**config.mk**
```make
export PLATFORM = sky130hd
export DESIGN_NAME = dualBankNco
export DESIGN_NICKNAME = d
export VERILOG_FILES = /design/src/rtl/ncoPkg.sv /design/src/rtl/ncoControl.sv /design/src/rtl/ncoDatapath.sv /design/src/rtl/dualBankNco.sv
export SDC_FILE = /design/constraint.sdc
export NUM_CORES = 1
export LEC_CHECK = 0
export BUFFER_PORTS_ARGS = -buffer_cell sky130_fd_sc_hd__buf_2
export CAP_MARGIN = 20
export CORE_UTILIZATION = 35
export CTS_CLUSTER_SIZE = 24
export DETAILED_ROUTE_END_ITERATION = 16
export GPL_TIMING_DRIVEN = 0
export PLACE_DENSITY = 0.57
export SYNTH_ARGS = -nofsm -noshare
export SYNTH_HDL_FRONTEND = slang
export SYNTH_SLANG_ARGS = --single-unit
```
**constraint.sdc**
```tcl
create_clock -name clk -period 5.8 [get_ports clk]
set_input_delay 0.29 -clock clk [delete_from_list [all_inputs] [get_ports clk]]
set_output_delay 0.29 -clock clk [all_outputs]
set_load 0.005 [all_outputs]
```
**src/rtl/ncoPkg.sv**
```systemverilog
package ncoPkg;
  localparam int ACC_W = 28;
  localparam int PH_W = 12;
  localparam int OUT_W = 10;
  localparam int ADDR_W = 3;
  localparam int FREQ_BASE = 0;
  localparam int PHASE_BASE = 2;
  localparam int MODE_ADDR = 4;

  typedef struct packed {
    logic clear;
    logic rampMode;
    logic [PH_W-1:0] phaseWord;
    logic [ACC_W-1:0] freqWord;
  } ctrlStrobe_t;
endpackage

```
**src/rtl/ncoControl.sv**
```systemverilog
module ncoControl
  import ncoPkg::*;
(
  input  logic              clk,
  input  logic              rst,
  input  logic              wrEn,
  input  logic [ADDR_W-1:0] wrAddr,
  input  logic [ACC_W-1:0]  wrData,
  input  logic              freqSel,
  input  logic              phaseSel,
  output ctrlStrobe_t       strobe
);
  localparam int BANKS = 2;

  logic [ACC_W-1:0] freqWords [BANKS];
  logic [PH_W-1:0]  phaseWords [BANKS];
  logic rampQ, fSelQ, pSelQ;

  for (genvar b = 0; b < BANKS; b++) begin : gBank
    logic [ACC_W-1:0] freqQ;
    logic [PH_W-1:0]  phaseQ;
    always_ff @(posedge clk) begin
      if (rst) begin
        freqQ  <= '0;
        phaseQ <= '0;
      end else if (wrEn) begin
        if (int'(wrAddr) == FREQ_BASE + b) freqQ <= wrData;
        if (int'(wrAddr) == PHASE_BASE + b) phaseQ <= wrData[PH_W-1:0];
      end
    end
    assign freqWords[b]  = freqQ;
    assign phaseWords[b] = phaseQ;
  end

  always_ff @(posedge clk) begin
    if (rst) begin
      rampQ <= 1'b0;
      fSelQ <= 1'b0;
      pSelQ <= 1'b0;
    end else begin
      fSelQ <= freqSel;
      pSelQ <= phaseSel;
      if (wrEn && int'(wrAddr) == MODE_ADDR) rampQ <= wrData[0];
    end
  end

  always_comb begin
    strobe.clear     = rst;
    strobe.rampMode  = rampQ;
    strobe.freqWord  = freqWords[fSelQ];
    strobe.phaseWord = phaseWords[pSelQ];
  end
endmodule

```
**src/rtl/ncoDatapath.sv**
```systemverilog
module ncoDatapath
  import ncoPkg::*;
(
  input  logic             clk,
  input  ctrlStrobe_t      strobe,
  output logic [OUT_W-1:0] waveOut,
  output logic             signOut
);
  localparam int LUT_AW = OUT_W - 2;
  localparam int QN = 1 << LUT_AW;
  localparam int MID = 1 << (OUT_W - 1);
  localparam int AMP = MID - 1;
  localparam real PI = 3.14159265358979;

  function automatic logic [OUT_W-2:0] quarterSample(int k);
    real ang;
    ang = PI * (real'(k) + 0.5) / (2.0 * real'(QN));
    return (OUT_W-1)'($rtoi(real'(AMP) * $sin(ang) + 0.5));
  endfunction

  logic [OUT_W-2:0] quarterRom [QN];
  for (genvar k = 0; k < QN; k++) begin : gRom
    localparam logic [OUT_W-2:0] SAMPLE = quarterSample(k);
    assign quarterRom[k] = SAMPLE;
  end

  logic [ACC_W-1:0] acc;
  logic [PH_W-1:0]  phDly, phaseAdj;
  logic             modeDly, modeP, modeB, modeC;
  logic [OUT_W-1:0] rampB, rampC;
  logic             signB, signC;
  logic [OUT_W-2:0] lutVal;
  logic [LUT_AW-1:0] lutAddr;
  logic [OUT_W-1:0] folded;

  assign lutAddr = rampB[OUT_W-2] ? ~rampB[LUT_AW-1:0] : rampB[LUT_AW-1:0];
  assign folded = rampC[OUT_W-1] ? OUT_W'(MID - 1) - OUT_W'(lutVal)
                                 : OUT_W'(MID) + OUT_W'(lutVal);

  always_ff @(posedge clk) begin
    if (strobe.clear) begin
      acc      <= '0;
      phDly    <= '0;
      modeDly  <= 1'b0;
      phaseAdj <= '0;
      modeP    <= 1'b0;
      rampB    <= '0;
      signB    <= 1'b0;
      modeB    <= 1'b0;
      lutVal   <= '0;
      rampC    <= '0;
      signC    <= 1'b0;
      modeC    <= 1'b0;
      waveOut  <= OUT_W'(MID);
      signOut  <= 1'b0;
    end else begin
      acc      <= acc + strobe.freqWord;
      phDly    <= strobe.phaseWord;
      modeDly  <= strobe.rampMode;
      phaseAdj <= acc[ACC_W-1 -: PH_W] + phDly;
      modeP    <= modeDly;
      rampB    <= phaseAdj[PH_W-1 -: OUT_W];
      signB    <= phaseAdj[PH_W-1];
      modeB    <= modeP;
      lutVal   <= quarterRom[lutAddr];
      rampC    <= rampB;
      signC    <= signB;
      modeC    <= modeB;
      waveOut  <= modeC ? rampC : folded;
      signOut  <= signC;
    end
  end
endmodule

```
**src/rtl/dualBankNco.sv**
```systemverilog
module dualBankNco
  import ncoPkg::*;
(
  input  logic              clk,
  input  logic              rst,
  input  logic              wrEn,
  input  logic [ADDR_W-1:0] wrAddr,
  input  logic [ACC_W-1:0]  wrData,
  input  logic              freqSel,
  input  logic              phaseSel,
  output logic [OUT_W-1:0]  waveOut,
  output logic              signOut
);
  ctrlStrobe_t ctrlBus;

  ncoControl control (
    .clk(clk), .rst(rst), .wrEn(wrEn), .wrAddr(wrAddr), .wrData(wrData),
    .freqSel(freqSel), .phaseSel(phaseSel), .strobe(ctrlBus)
  );

  ncoDatapath datapath (
    .clk(clk), .strobe(ctrlBus), .waveOut(waveOut), .signOut(signOut)
  );
endmodule

```
* Word level (Yosys, flattened, before mapping)
Memory sizes are Yosys's and may differ from the RTL's. A register that Yosys moved wholly into a read port is not among the register bits.
Index checks and enable logic that the tools add are counted.
** Storage, ports and cells
- Register bits :: 172
- Bits in read-only memories :: 2304
- Output and inout bits :: 11
- Memories :: 1
** Cells by class
- $add $sub $neg :: 4
- Magnitude comparators :: 2
- Equal/unequal tests :: 4
- Muxes and demuxes :: 9
- Bitwise gates (word level) :: 4
- Reduce and logical (&&, ||, !) cells :: 6
** Memory list
- (name not given) :: depth 256, width 9, read ports 1, clocked after memory_dff 1, wr ports 0, line ncoDatapath.sv:65 : lutVal <= quarterRom[lutAddr];
** Operators by type and width (number)
- 2-to-1 mux 28 bit :: 3
- 2-to-1 mux 12 bit :: 3
- adder 28 bit :: 1
- 2-to-1 mux 10 bit :: 2
- adder 12 bit :: 1
- adder 10 x 9 -> 10 bit, first input constant :: 1
- subtractor 9 x 9 -> 10 bit, first input constant :: 1
- equality test 3 bit, second input constant :: 3
- inverter 8 -> 9 bit :: 1
- 2-to-1 mux 8 bit :: 1
- inverter 8 bit :: 1
- AND reduction 2 bit :: 4
- >= comparator 2 bit, second input constant :: 2
- inverter 1 -> 2 bit :: 2
- equality test 3 x 2 -> 1 bit, second input constant :: 1
- zero test 3 bit :: 1
- logical AND 1 bit :: 1

* Longest topological paths before layout
- Depth in word-level cells :: 5
- Mapped depth :: 14
- Gate-level depth less buffers :: 10

* Modules after synthesis
Synthesis repeated with hierarchy kept, for this count alone.
** Unflattened totals
- Cells, all modules :: 1454
- Area total of the unflattened synthesis :: 11940.2 um2
** Modules (own cells, without submodules)
- ncoDatapath :: times used 1, cells an instance 1105, area an instance 8119.0 um2, sequential area each 1881.8 um2
- ncoControl :: times used 1, cells an instance 349, area an instance 3821.2 um2, sequential area each 1661.6 um2

* Worst setup path before layout
No wires, ideal clock.
- Kind :: register -> register
- Start point :: register control.fSelQ
- End point :: register datapath.acc[26]
- Data arrival time :: 3427 ps
- Data required time :: 5679 ps
- Path slack :: 2252 ps
- Cell stages (with the launch flop) :: 13
- Path buffers :: 2
- Clock period less this slack :: 3548 ps
- Cell sequence :: dfxtp_1 > clkbuf_1 > clkbuf_1 > mux2_2 > ha_1 > fa_1 > a21oi_1 > o22a_1 > a31oi_1 > a211oi_1 > o21ai_1 > a31oi_1 > mux2_2
** Between the ends
- Cells in the longest elaborated chain, start to end :: 5
** RTL lines
- start, declared :: line ncoControl.sv:17 : logic rampQ, fSelQ, pSelQ;
- start signal, assigned :: line ncoControl.sv:41 : fSelQ <= freqSel;
- inverter 1 -> 2 bit (implied by the code) :: line ncoControl.sv:50 : strobe.freqWord = freqWords[fSelQ];
- 2-to-1 mux 28 bit (implied by the code) (3 in a row) :: line ncoControl.sv:50
- adder 28 bit :: line ncoDatapath.sv:57 : acc <= acc + strobe.freqWord;
- end signal, assigned :: line ncoDatapath.sv:57
- end, declared :: line ncoDatapath.sv:27 : logic [ACC_W-1:0] acc;
Every way passes these cells. The select of a mux whose other input is x is not followed.
A chain may end at the register's enable or synchronous reset.

* Final worst setup path
- Start point :: register datapath.rampB[8]
- End point :: register datapath.lutVal[3]
** Between the ends
- Cells in the longest elaborated chain, start to end :: 2
** RTL lines
- start, declared :: line ncoDatapath.sv:30 : logic [OUT_W-1:0] rampB, rampC;
- start signal, assigned :: line ncoDatapath.sv:62 : rampB <= phaseAdj[PH_W-1 -: OUT_W];
- 2-to-1 mux 8 bit :: line ncoDatapath.sv:36 : assign lutAddr = rampB[OUT_W-2] ? ~rampB[LUT_AW-1:0] : rampB[LUT_AW-1:0];
- inverter 8 -> 9 bit (implied by the code) :: line ncoDatapath.sv:65
- end, declared :: line ncoDatapath.sv:32 : logic [OUT_W-2:0] lutVal;
Every way passes these cells.

==> out/results.ini <==
[setup_path]
critPathLaunchType = flop
critical_path.cell_chain = buf_6 -> buf_6 -> buf_2 -> xnor2_1 -> ha_1 -> clkbuf_1 -> clkbuf_1 -> nor2_1 -> a21oi_1 -> o32ai_1 -> a21oi_1 -> nor4_1 -> nor3_1
path_buf_inv = 5
crit_family = buffers and inverters
crit_type = reg -> reg
arrival_ns = 4.95
worst_path_max_delay_cell = xnor2_1
slowest_delay_ns = 0.77
crit_path_end_kind = flop
crit_required_ns = 6.14
cp_max_fo = 10

[yosys]
synth_warnings = 0
synthDistinctLibCells = 76
synthCells = 1472
synth_seq_cells = 177
syn_nets = 1557
synth_edf_count = 0
seq_area_frac_synth_pct = 31.9
synth_ff_type = dfxtp_1
synthArstFlopShare_pct = 0
netlist_area_sq_um = 11100
syn_area_per_cell_sq_um = 7.55

[route]
dr.pass1.iters = 6
final_antenna_net_count = 0
num_vias = 11600
drc = 0
routed_wl_um = 43500
wire_per_inst_um = 22.3
viasPerCell = 5.94
drt_iter0_drc = 1107

[placement]
place.gp.congestion = 1.04
numPortBuffers = 45
pre_cts_ws_ns = 1.23
dp_hpwl_um = 32700
dp.cells = 1915

[status]
status = finished clean

[cts]
ctsHoldBuffers = 0
cts.path.max_buffers = 2
path_clk_slew_ns = 0.07
cts_tree = yes
cts_sinks = 177
root_buffer = clkbuf_16
htree_levels = 4
postCtsSetupBuffers = 0
cts_resized = 0
cts_inserted_buffers = 17
clkLatencyLatePin_ns = 0.44

[die]
die-area_sq_um = 32500
rows = 64
core-area_sq_um = 30900
initial_core_util_pct = 36.0
die_h_um = 180
io_pins = 47
die_width_um = 180

[global_route]
grt_pass1_wl_um = 67100
grt_usage_pct = 26.8
antenna_found_initial = 2
grt_max_degree = 17
grt_pass1_vias = 11400
grt_overflow = 0

[timing]
drv_slew = 0
clock_skew_ns = 0.00877
setup_ws_ns = 1.19
period_needed_ns = 4.61
period_share_pct = 79.5
grt_setup_unrepaired = false
setup_viol = 0
slew-limit-headroom_pct = 32.2
fmax_ghz = 0.217
worstMarginPinSlew_ns = 1.01
finalHoldViolCount = 0
final.setup.tns_ns = 0

[finish]
num_antenna_cells = 0
nets = 1623
fillers = 3308
utilization_pct = 40.2
drive_gt1_share_pct = 11.0
finalNonFillerCells = 1947
area_growth_pct = 11.7

[run]
drv_cap = 0

[power]
p_per_area_nw_per_um2 = 215
vdd_drop_max_uv = 209
leakage_nw = 4.73

[hold_path]
hold_path_class = in -> reg

[logic make-up (layout without fill, tap and decap cells)]
kind of cell	after synthesis	count (layout)	synth area share, %
and+or+nand+nor	564	564	22.6
AOI/OAI and AO/OA	441	441	25.0
DFF	177	177	31.9
buffers and inverters	136	215	5.48
xor gates and xnor gates	57	57	4.73
adders and majority gates	49	49	5.58
muxes	48	48	4.68
[registers in the layout, indices dropped and copies added, names as in the netlist]
name / cells
datapath.modeDly: 1
datapath.signB: 1
datapath.modeB: 1
datapath.modeC: 1
control.gBank.phaseQ: 24
datapath.phaseAdj: 10
datapath.waveOut: 10
datapath.rampB: 9
datapath.signOut: 1
control.rampQ: 1
datapath.rampC: 9
control.pSelQ: 1
control.fSelQ: 1
datapath.phDly: 12
datapath.signC: 1
datapath.modeP: 1
datapath.acc: 28
control.gBank.freqQ: 56
datapath.lutVal: 9
[cell usage in the layout, fill, tap and decap left out, types with 16 or more instances in the layout]
| cell type | Yosys | routed |
|---|---|---|
| clkbuf_1 | 70 | 72 |
| buf_2 | 31 | 76 |
| a211oi_1 | 19 | 19 |
| nand2_1 | 230 | 230 |
| a21oi_1 | 175 | 175 |
| mux2i_1 | 16 | 16 |
| mux2_2 | 32 | 32 |
| nand3_1 | 25 | 25 |
| nor3_1 | 27 | 27 |
| clkbuf_16 | 0 | 17 |
| dfxtp_1 | 177 | 177 |
| xor2_1 | 20 | 20 |
| nand2b_1 | 22 | 22 |
| a31oi_1 | 20 | 20 |
| a21o_1 | 17 | 17 |
| nor2b_1 | 42 | 42 |
| inv_1 | 18 | 18 |
| ha_1 | 48 | 48 |
| nor2_1 | 158 | 158 |
| o21ai_0 | 68 | 68 |
| xnor2_1 | 35 | 35 |
[cell usage after synthesis (8+ instances only)]
master    count  share of area [%]
a211oi_1     19                1.3
a21o_1       17                1.1
a21oi_1     175                7.9
a221oi_1     14                1.1
a22oi_1       8               0.54
a31oi_1      20                1.1
and3_1        8               0.45
buf_2        31                1.4
clkbuf_1     70                2.4
dfxtp_1     177                 32
ha_1         48                5.4
inv_1        18               0.61
mux2_2       32                3.2
mux2i_1      16                1.4
nand2_1     230                7.8
nand2b_1     22                1.2
nand3_1      25                1.1
nor2_1      158                5.3
nor2b_1      42                2.4
nor3_1       27                1.2
nor4_1        9               0.51
o21ai_0      68                3.1
o221ai_1     12               0.95
o22ai_1      14               0.79
or3_1         8               0.45
xnor2_1      35                2.8
xor2_1       20                1.6
[metrics by stage]
step	hold slack (ns)	total power (W)	area (sq um)
detailed placement	0.422	0.00158	11900
floorplan	0.414	0.00146	11100
finish	0.0589	0.00266	12400
global route	0.0903	0.00277	12400
CTS	0.0521	0.00268	12400
global placement	0.417	0.00158	11800
[per-layer routing]
metal	GRT usage (%)	up-vias	wire length, um
met2	44.6	585	20100
met1	32.3	5432	17400
met5	0	-	13
met3	3.72	186	3210
met4	18.1	2	2750
li1	-	5352	-
[area by class of cell]
| class | instances | area [sq um] | share of cell area (%) |
|---|---|---|---|
| Buffer | 117 | 538 | 4.33 |
| Timing Repair Buffer | 47 | 244 | 1.97 |
| Inverter | 19 | 71.3 | 0.575 |
| Multi-Input combinational cell | 1159 | 6960 | 56.1 |
| Clock inverter | 13 | 124 | 0.998 |
| Sequential cell | 177 | 3540 | 28.5 |
| Tap cell | 396 | 495 | 3.99 |
| Clock buffer | 19 | 433 | 3.49 |
[power breakdown]
| part | internal (W) | switching (W) | total, W |
|---|---|---|---|
| clock network | 0.000600 | 0.000509 | 0.00111 |
| registers | 0.00124 | 0.0000146 | 0.00126 |
| logic | 0.0000970 | 0.000199 | 0.000296 |
[worst paths after layout]
kind | start | end | slack [ns] | depth (start not counted)
worst min-delay path | freqSel | control.fSelQ | 0.06 | 2
worst min register to register | datapath.modeDly | datapath.modeP | 0.43 | 1
worst max-delay path | datapath.rampB[8] | datapath.lutVal[3] | 1.19 | 13
worst max register to register | datapath.rampB[8] | datapath.lutVal[3] | 1.19 | 13
Note: power is estimated with default switching activity, not from simulation.
